<file path="src/rtl/dbg_pkg.sv">
package dbg_pkg;

  // Strobes the control decoder issues to the state datapath each cycle
  typedef struct packed {
    logic setStop;
    logic clrStop;
    logic raiseInt;
    logic trace;
    logic record;
    logic saveWait;
    logic restoreWait;
    logic writeWait;
  } dbgStrobes_t;

  typedef enum logic [1:0] {
    ACT_NONE  = 2'd0,
    ACT_STOP  = 2'd1,
    ACT_INT   = 2'd2,
    ACT_TRACE = 2'd3
  } dbgAction_e;

endpackage

</file>
<file path="src/rtl/dbg_ctrl.sv">
module dbg_ctrl
  import dbg_pkg::*;
#(
  parameter int RET_KINDS = 3
) (
  input  logic                 intDbgEn,
  input  logic                 extDbgEn,
  input  logic                 jtagWaitEn,
  input  logic                 dbgIntEn,
  input  logic                 waitWrEn,
  input  logic                 intEntry,
  input  logic [RET_KINDS-1:0] intReturn,
  input  logic                 dbgEvent,
  input  logic                 resume,
  input  logic                 waitBitQ,
  output dbgStrobes_t          strobes
);

  logic       waitActive;
  logic       anyReturn;
  dbgAction_e action;

  assign waitActive = waitBitQ & jtagWaitEn;
  assign anyReturn  = |intReturn;

  // Fixed precedence: external, then internal with interrupts on, then wait, then trace
  always_comb begin
    if (extDbgEn)                action = ACT_STOP;
    else if (intDbgEn && dbgIntEn) action = ACT_INT;
    else if (waitActive)         action = ACT_STOP;
    else if (!intDbgEn)          action = ACT_TRACE;
    else                         action = ACT_NONE;
  end

  always_comb begin
    strobes             = '0;
    strobes.record      = dbgEvent;
    strobes.setStop     = dbgEvent && (action == ACT_STOP);
    strobes.raiseInt    = dbgEvent && (action == ACT_INT);
    strobes.trace       = dbgEvent && (action == ACT_TRACE);
    strobes.clrStop     = resume;
    // Entry outranks return, return outranks a plain write
    strobes.saveWait    = intEntry;
    strobes.restoreWait = !intEntry && anyReturn;
    strobes.writeWait   = !intEntry && !anyReturn && waitWrEn;
  end

endmodule

</file>
<file path="src/rtl/dbg_datapath.sv">
module dbg_datapath
  import dbg_pkg::*;
(
  input  logic        clk,
  input  logic        rstN,
  input  dbgStrobes_t strobes,
  input  logic        waitWrVal,
  output logic        waitBitQ,
  output logic        stopQ,
  output logic        intQ,
  output logic        traceQ,
  output logic        recQ
);

  logic savedWaitQ;

  always_ff @(posedge clk) begin
    if (!rstN) begin
      waitBitQ   <= 1'b0;
      savedWaitQ <= 1'b0;
    end else if (strobes.saveWait) begin
      savedWaitQ <= waitBitQ;
      waitBitQ   <= 1'b0;
    end else if (strobes.restoreWait) begin
      waitBitQ   <= savedWaitQ;
    end else if (strobes.writeWait) begin
      waitBitQ   <= waitWrVal;
    end
  end

  always_ff @(posedge clk) begin
    if (!rstN) begin
      stopQ  <= 1'b0;
      intQ   <= 1'b0;
      traceQ <= 1'b0;
      recQ   <= 1'b0;
    end else begin
      if (strobes.setStop)      stopQ <= 1'b1;
      else if (strobes.clrStop) stopQ <= 1'b0;
      intQ   <= strobes.raiseInt;
      traceQ <= strobes.trace;
      recQ   <= strobes.record;
    end
  end

endmodule

</file>
<file path="src/rtl/debug_action_resolver.sv">
module debug_action_resolver
  import dbg_pkg::*;
#(
  parameter int RET_KINDS = 3
) (
  input  logic                 clk,
  input  logic                 rstN,
  input  logic                 intDbgEn,
  input  logic                 extDbgEn,
  input  logic                 jtagWaitEn,
  input  logic                 dbgIntEn,
  input  logic                 waitWrEn,
  input  logic                 waitWrVal,
  input  logic                 intEntry,
  input  logic [RET_KINDS-1:0] intReturn,
  input  logic                 dbgEvent,
  input  logic                 resume,
  output logic                 stopReq,
  output logic                 dbgIntReq,
  output logic                 traceOut,
  output logic                 statusRec,
  output logic                 waitBit
);

  dbgStrobes_t strobes;
  logic        waitBitQ;

  dbg_ctrl #(.RET_KINDS(RET_KINDS)) u_ctrl (
    .intDbgEn   (intDbgEn),
    .extDbgEn   (extDbgEn),
    .jtagWaitEn (jtagWaitEn),
    .dbgIntEn   (dbgIntEn),
    .waitWrEn   (waitWrEn),
    .intEntry   (intEntry),
    .intReturn  (intReturn),
    .dbgEvent   (dbgEvent),
    .resume     (resume),
    .waitBitQ   (waitBitQ),
    .strobes    (strobes)
  );

  dbg_datapath u_dp (
    .clk       (clk),
    .rstN      (rstN),
    .strobes   (strobes),
    .waitWrVal (waitWrVal),
    .waitBitQ  (waitBitQ),
    .stopQ     (stopReq),
    .intQ      (dbgIntReq),
    .traceQ    (traceOut),
    .recQ      (statusRec)
  );

  assign waitBit = waitBitQ;

endmodule

</file>
<file path="config.mk">
export PLATFORM = sky130hd
export DESIGN_NAME = debug_action_resolver
export DESIGN_NICKNAME = d
export VERILOG_FILES = /design/src/rtl/dbg_pkg.sv /design/src/rtl/dbg_ctrl.sv /design/src/rtl/dbg_datapath.sv /design/src/rtl/debug_action_resolver.sv
export SDC_FILE = /design/constraint.sdc
export NUM_CORES = 1
export LEC_CHECK = 0
export CORE_AREA = 2 2 39 41
export CTS_BUF_LIST = sky130_fd_sc_hd__clkbuf_8 sky130_fd_sc_hd__clkbuf_16
export DETAILED_ROUTE_END_ITERATION = 8
export DIE_AREA = 0 0 41 43
export HOLD_SLACK_MARGIN = 0.08
export SYNTH_ARGS = -nofsm -noshare
export SYNTH_HDL_FRONTEND = slang
export SYNTH_SLANG_ARGS = --single-unit
</file>
<file path="constraint.sdc">
create_clock -name clk -period 1 [get_ports clk]
set_input_delay 0.1 -clock clk [delete_from_list [all_inputs] [get_ports clk]]
set_output_delay 0.1 -clock clk [all_outputs]
set_load 0.02 [all_outputs]
</file>
Word-level counts from Yosys, hierarchy flattened
Index checks and enable logic that the tools add are counted.
{"block": "totals", "reg_bits": 6, "inputBits": 14, "elab_cells": 32, "out_inout_bits": 5}
{"block": "op_classes", "n_eq_ne": 3, "bitwise_logic": 2, "mux": 8, "reduce_logical": 13}
{"cell": "2-bit two-way mux", "n": 4}
{"cell": "1-bit logical AND", "n": 7}
{"cell": "2-bit equality test (second input constant)", "n": 2}
{"cell": "1-bit two-way mux", "n": 4}
{"cell": "2-bit nonzero test", "n": 2}
{"cell": "3-bit OR reduction", "n": 1}
{"cell": "2-bit by 1-bit equality test with 1-bit output (second input constant)", "n": 1}
{"cell": "1-bit logical NOT", "n": 2}
{"cell": "2-bit OR reduction", "n": 1}
{"cell": "1-bit bitwise AND", "n": 1}
{"cell": "1-bit NOT", "n": 1}

Logic depth before layout (Yosys ltp)
Gate-level depths: netlist of the first run.
{"block": "depth", "depth_word": 7, "ltp_mapped": 3, "mapped_depth_nobuf": 3}

Hierarchy
Synthesis of the first run repeated with hierarchy kept, for this count alone.
{"block": "hier_totals", "hier_cells": 29, "hier_area_um2": 289.0}
{"module": "dbg_datapath", "area_each_um2": 205.2, "cells_per_inst": 18, "instances": 1}
{"module": "dbg_ctrl", "area_each_um2": 83.8, "cells_per_inst": 11, "instances": 1}

Worst setup path after synthesis of the first run
OpenSTA, ideal clock, no wires.
{"block": "synth_path", "kind": "register to register", "startpoint": "reg, netlist name u_dp.waitBitQ", "endpoint": "reg u_dp.waitBitQ", "arrival_time_ns": 0.909, "path_slack_ns": -0.022, "setup_ns": 0.112, "stages_incl_launch_ff": 3, "required_time_ns": 0.888, "path_cell_list": "dfxtp_1 > mux2i_1 > a2111oi_1"}
{"element": "end signal: assignment", "line": "dbg_datapath.sv:25", "rtl": "waitBitQ <= savedWaitQ;"}
{"element": "end signal: assignment", "line": "dbg_datapath.sv:27", "rtl": "waitBitQ <= waitWrVal;"}
{"element": "end: declaration", "line": "dbg_datapath.sv:8", "rtl": "output logic waitBitQ,"}

Final worst setup path of the first run
{"block": "layout_path", "startpoint": "reg u_dp.waitBitQ", "endpoint": "out waitBit"}
{"element": "end: declaration", "line": "debug_action_resolver.sv:22", "rtl": "output logic waitBit"}
No word-level cell between the ends.

==> key figures, run 1 <==
STA
  • Relative max-transition margin: 79.03%
  • Worst slew pin tran: 306.6 ps
  • Final worst path period share: 94.79%
  • RSZ-0062 raised after global routing: false
  • Final Setup Violations: 0
  • Fmax: roughly 1100 MHz
  • Hold Fails Final Rpt: 0
  • Post-layout min period: 947.9 ps
  • Max Slew Vio Count: 0
  • Final TNS setup: 0 ps
  • Post-Route Skew: 1.434 ps
  • Worst setup margin: 52.08 ps

Clock tree
  • Postcts setup bufs: 0
  • Clock Pin Slew Worst Setup and Hold Paths: 40 ps
  • Clock sinks: 6
  • Max clock buf depth: 2
  • Clock tree from TritonCTS: yes
  • Hold_buf cts: 0
  • Clk_lat worst skew: between 200 and 250 ps
  • Clock buffer count from CTS: 3
  • H-tree levels: 1
  • CTS root buf: clkbuf_8

Floorplan
  • Core footprint: 1384 um2
  • Row count: 14
  • Die Span Y: 43 um
  • Initial Util: 15.55%
  • Die Width: 41 um
  • Die Area: 1763 um2
  • Io pins: 19

Critical path
  • Critical path startpoint: u_dp.waitBitQ$_SDFFE_PP0P_
  • CP startpoint kind: flip-flop
  • Worst-path cell chain: dlygate4sd2_1
  • Worst r2r src: u_dp.waitBitQ$_SDFFE_PP0P_
  • Slowest cell on crit path: dlygate4sd2_1
  • Cell family with most CP delay: buffers and inverters
  • Setup Crit Path Kind: flip-flop to output pin
  • Crit path arrival time: 850 ps
  • Crit. End Element: output pin
  • Worst Path Buf+Inv: 1
  • Worst EP required: about 900 ps
  • Worst path max stage delay: 320 ps
  • Worst-path maximum fanout: 2

Power and ir drop
  • Pleak: approximately 0.23 nW
  • IR drop worst, VDD: 0.5232 mV
  • Cell Pwr Density: 1461 nW/um2

Route
  • DRC violations left: 0
  • Wirelength per Cell: between 8 and 9 um
  • Final ANT Viol Nets: 0
  • DRT Wirelength: around 530 um
  • Vias: 237
  • Router iterations before antenna repair: 2
  • Drt via density: approximately 4.0
  • DR iter-0 viols: 1

Global routing
  • Global-route wire length before repair: 828 um
  • Total track usage: 7.746%
  • Largest net degree at the start of global routing: 5
  • Initial antenna violation count: 0
  • Vias in the first global route: 235
  • Grt ovf: 0

Yosys
  • Post-synth cell types: 12
  • Most common cell in the netlist: dfxtp_1
  • Async S/R FF share, synth: 0%
  • Synth area leaders: dfxtp_1 56%, mux2i_1 9.3%, a2111oi_1 4.7%
  • Mapped Nets: 35
  • Post-synth EDFFs: 0
  • Synth cell count leaders: 6 x dfxtp_1, 2 x inv_1, 2 x mux2i_1, 2 x nand2_1, 2 x nor2_1
  • Synth Flop Type: dfxtp_1
  • Yosys Warn Count: 0
  • Mapped Area: 215.2 um2
  • Syn Inst Count: 21
  • #FFs+latches synth: 6
  • Share of the synthesized area in the top cell type: 55.81%
  • Post-synthesis sequential area ratio: 55.81%
  • Mean Syn Cell Area: 10.25 um2
  • Largest area contributor in the synthesized netlist: dfxtp_1

Finish
  • FILL cells: 151
  • Antenna cells: 0
  • Final Util: 34.99%
  • Layout cells sized above 1: 18.18%
  • Final #Nets: 60
  • Final non-filler cell total: 60
  • Layout area overhead: 125.0%

Flow run
  • Max-Cap Viols: 0

Placement
  • Port bufs: 18
  • Place WS: -244.5 ps
  • Gp weighted congestion: roughly 0.56
  • Dpl cells: 57

Run status
  • Outcome: complete, no violations

Hold path
  • Hold Startpoint: intReturn[1]
  • Hold Path Class: primary input to flip-flop
[flip-flops by register name, indices dropped and copies added (netlist names)]
name / count
u_dp.intQ: 1
u_dp.recQ: 1
u_dp.savedWaitQ: 1
u_dp.stopQ: 1
u_dp.traceQ: 1
u_dp.waitBitQ: 1
[cell families (layout without fill, tap and decap cells)]
group / Yosys count / count (layout) / share of synthesized area [%]
AND/OR/NAND/NOR: 7 / 7 / 17.44
flip-flops: 6 / 6 / 55.82
AO/OA/AOI/OAI: 4 / 4 / 13.95
multiplexers: 2 / 2 / 9.303
buffers and inverters: 2 / 25 / 3.490
[report_power, final]
group,leakage (nW),switching [mW],internal [mW]
clock,0.0216,0.0993,0.258
sequential,0.0495,0.00236,0.248
combinational,0.156,0.0367,0.0628
[final timing paths]
path | cells after the start | slack (ps) | endpoint
max reg2reg | 3 | 120 | u_dp.waitBitQ$_SDFFE_PP0P_
min reg2reg | 2 | 490 | u_dp.stopQ$_SDFFE_PN0P_
max | 1 | 50 | waitBit
min | 4 | 280 | u_dp.waitBitQ$_SDFFE_PP0P_
[metrics by stage]
stage | total power [mW] | instance area [um2] | hold slack, ps
2_1_floorplan | 0.2786 | 216.5 | 169.4
3_3_place_gp | 0.3542 | 431.7 | 483.4
3_5_place_dp | 0.3550 | 431.7 | 483.2
4_1_cts | 0.7183 | 466.7 | 439.1
5_1_grt | 0.7338 | 484.2 | 316.3
6_report | 0.7077 | 484.2 | 284.1
[area by class of cell]
class                   instances  area, um2  share of cell area [%]
clock buffers                   3      41.29                   8.527
repair buffers                 20      195.2                   40.31
well taps                      16      20.02                   4.134
flip-flops and latches          6      121.4                   25.06
multi-input cells              13      98.84                   20.41
inverters                       2      7.507                   1.550
[cell usage in the layout (no fill, tap or decap)]
cell	n
nand3b_1	1
dlygate4sd2_1	4
o21ai_0	1
nand2_1	2
dlymetal6s2s_1	2
dfxtp_2	1
nor2_1	2
a2111oi_0	1
buf_4	2
clkdlybuf4s15_1	1
a2111oi_2	1
nor3_1	1
a31oi_1	1
dfxtp_1	5
clkdlybuf4s50_1	11
inv_1	2
mux2i_1	2
clkbuf_8	3
nor3_4	1
[layer usage]
layer	track usage, %	part of all wire, %
met1	7.120	40
met2	10.63	48
met3	4.712	11
met4	8.000	0
met5	0	0
[timing repair]
| action | in CTS | in global routing |
|---|---|---|
| gates resized for setup | 5 | 5 |
| endpoints found under the setup margin | 6 | 2 |
| pin swaps | 2 | 2 |
| hold endpoints to repair | 0 | 0 |
(Power assumes the default switching activity.)
==> run 2, diff against run 1 <==
--- a/config.mk
+++ b/config.mk
@@ -13,3 +13,4 @@
 export SYNTH_ARGS = -nofsm -noshare
 export SYNTH_HDL_FRONTEND = slang
 export SYNTH_SLANG_ARGS = --single-unit
+export TNS_END_PERCENT = 10
==> key figures, run 2 (synthesized netlist as in run 1, its figures left out) <==
Critical path
  • Worst-path cell chain: dlygate4sd2_1
  • Setup Crit Path Kind: flip-flop to output pin
  • R2R cell count: 3 (unchanged)
  • Slowest cell on crit path: dlygate4sd2_1
  • Worst-path maximum fanout: 2 (unchanged)
  • Worst path max stage delay: 330 ps (about the same)
  • Setup slack, reg-to-reg: 70 ps (-50 ps)
  • Cell family with most CP delay: buffers and inverters
  • Worst EP required: 900 ps (about the same)
  • R2R Path End: u_dp.waitBitQ$_SDFFE_PP0P_
  • Crit path arrival time: 860 ps (about the same)
  • CP startpoint kind: flip-flop
  • Crit. End Element: output pin
  • Worst Path Buf+Inv: 1 (unchanged)
  • Worst r2r src: u_dp.waitBitQ$_SDFFE_PP0P_

Clock tree
  • Clock buffer count from CTS: 3 (unchanged)
  • Clock sinks: 6 (unchanged)
  • Hold_buf cts: 0 (unchanged)
  • H-tree levels: 1 (unchanged)
  • CTS root buf: clkbuf_8
  • Clock Pin Slew Worst Setup and Hold Paths: 40 ps (about the same)
  • Clock tree from TritonCTS: yes
  • Max clock buf depth: 2 (unchanged)
  • Clk_lat worst skew: 220 ps (about the same)

Hold path
  • Hold Path Depth: 4 (unchanged)
  • Hold Startpoint: intReturn[2]
  • Hold Path Class: primary input to flip-flop
  • Worst hold endpoint: u_dp.waitBitQ$_SDFFE_PP0P_

Floorplan
  • Die Span Y: 43 um (unchanged)
  • Core footprint: 1384 um2 (unchanged)
  • Io pins: 19 (unchanged)
  • Die Area: 1763 um2 (unchanged)
  • Initial Util: 15.55% (unchanged)
  • Die Width: 41 um (unchanged)
  • Row count: 14 (unchanged)

Placement
  • Gp weighted congestion: 0.5628 (unchanged)
  • Port bufs: 18 (unchanged)

Finish
  • Layout cells sized above 1: 20.00% (+1.8 points)
  • Final #Nets: 61 (+1.7%)
  • Antenna cells: 0 (unchanged)
  • FILL cells: 148 (-2.0%)
  • Layout area overhead: 131.4%
  • Commonest cells after routing, fill and taps aside: 10 x clkdlybuf4s50_1, 5 x dfxtp_1, 4 x dlygate4sd2_1, 3 x clkbuf_8, 3 x dlymetal6s2s_1
  • Most common cell after layout, fill and taps aside: clkdlybuf4s50_1

STA
  • Final Setup Violations: 0 (unchanged)
  • Hold Fails Final Rpt: 0 (unchanged)
  • Relative max-transition margin: 78.57% (-0.46 points)
  • RSZ-0062 raised after global routing: true
  • Post-layout min period: 963.4 ps (+15.49 ps)
  • Final TNS setup: 0 ps (unchanged)
  • Worst slew pin tran: 313.3 ps (+6.739 ps)
  • Post-Route Skew: 1.363 ps (-0.07036 ps)
  • Max Slew Vio Count: 0 (unchanged)
  • Final worst path period share: 96.34% (+1.5 points)
  • Fmax: 1038 MHz (-1.6%)

Route
  • Router iterations before antenna repair: 2 (unchanged)
  • DRT Wirelength: 551 um (+3.2%)
  • DR iter-0 viols: 1 (unchanged)
  • Vias: 239 (+0.84%)
  • DRC violations left: 0 (unchanged)
  • Final ANT Viol Nets: 0 (unchanged)
  • Drt via density: 3.918 (-0.81%)
  • Wirelength per Cell: 9.033 um (+1.5%)

Power and ir drop
  • Pleak: 0.2421 nW (+6.7%)
  • IR drop worst, VDD: 0.5233 mV (about the same)
  • Cell Pwr Density: 1426 nW/um2 (-2.4%)
  • Final Total Pwr: 710.0 uW (+0.33%)

Run status
  • Outcome: complete, no violations

Global routing
  • Total track usage: 7.545% (-0.20 points)
  • Initial antenna violation count: 0 (unchanged)
  • Global-route wire length before repair: 800 um (-3.4%)
  • Largest net degree at the start of global routing: 5 (unchanged)
  • Vias in the first global route: 230 (-2.1%)
  • Grt ovf: 0 (unchanged)

Flow run
  • Max-Cap Viols: 0 (unchanged)
run 2: cell types whose count changed in the layout (fill, tap and decap cells not counted), sizes merged:
cell / previous run / this run
buf: 2 / 3
clkdlybuf4s50: 11 / 10
dlymetal6s2s: 2 / 3
run 2: timing repair:
item                                    4_1_cts  5_1_grt
gates resized for setup                       5        7
pin swaps                                     0        2
buffers inserted                              0        1
endpoints found under the setup margin        6        2
hold endpoints to repair                      0        0
run 2: how the worst max path moves through the flow:
| stage | from | endpoint | depth (start not counted) |
|---|---|---|---|
| global route | u_dp.waitBitQ$_SDFFE_PP0P_ | u_dp.waitBitQ$_SDFFE_PP0P_ | 3 |
| floorplan | u_dp.waitBitQ$_SDFFE_PP0P_ | u_dp.waitBitQ$_SDFFE_PP0P_ | 2 |
| finish | u_dp.waitBitQ$_SDFFE_PP0P_ | waitBit | 1 |
| detailed placement | intReturn[2] | u_dp.waitBitQ$_SDFFE_PP0P_ | 4 |
| global placement | intReturn[2] | u_dp.waitBitQ$_SDFFE_PP0P_ | 4 |
| CTS | intReturn[2] | u_dp.waitBitQ$_SDFFE_PP0P_ | 4 |
run 2: per-stage QoR:
| step | utilization, % | setup WS (ps) | cell area (um2) | std cells | hold slack [ps] |
|---|---|---|---|---|---|
| floorplan | - | 72.86 | 216.5 | 21 | 169.4 |
| global placement | 31.19 | -215.9 | 431.7 | 57 | 483.4 |
| detailed placement | 31.19 | -244.5 | 431.7 | 57 | 483.2 |
| CTS | 33.73 | -24.96 | 466.7 | 60 | 439.1 |
| global route | 35.99 | -3.631 | 498.0 | 61 | 306.1 |
| finish | 35.99 | 36.59 | 498.0 | 61 | 275.9 |
run 2: final cells by class:
type | count | area [um2] | share of cell area, %
repair buffers | 21 | 209.0 | 41.96
flip-flops and latches | 6 | 121.4 | 24.37
multi-input cells | 13 | 98.84 | 19.85
clock buffers | 3 | 41.29 | 8.291
well taps | 16 | 20.02 | 4.020
inverters | 2 | 7.507 | 1.508
run 2: report_power, final:
group	switching [mW]	internal (mW)	total (mW)
clock	0.0994	0.258	0.358
combinational	0.0372	0.0644	0.102
sequential	0.00250	0.248	0.251
total	0.139	0.571	0.710
run 2: layer usage:
metal	up-vias	share of wire, %	GRT usage, %
met1	105	43	6.472
met5	-	0	0
met2	11	47	10.63
li1	123	-	-
met4	0	0	8.000
met3	0	9.8	4.712
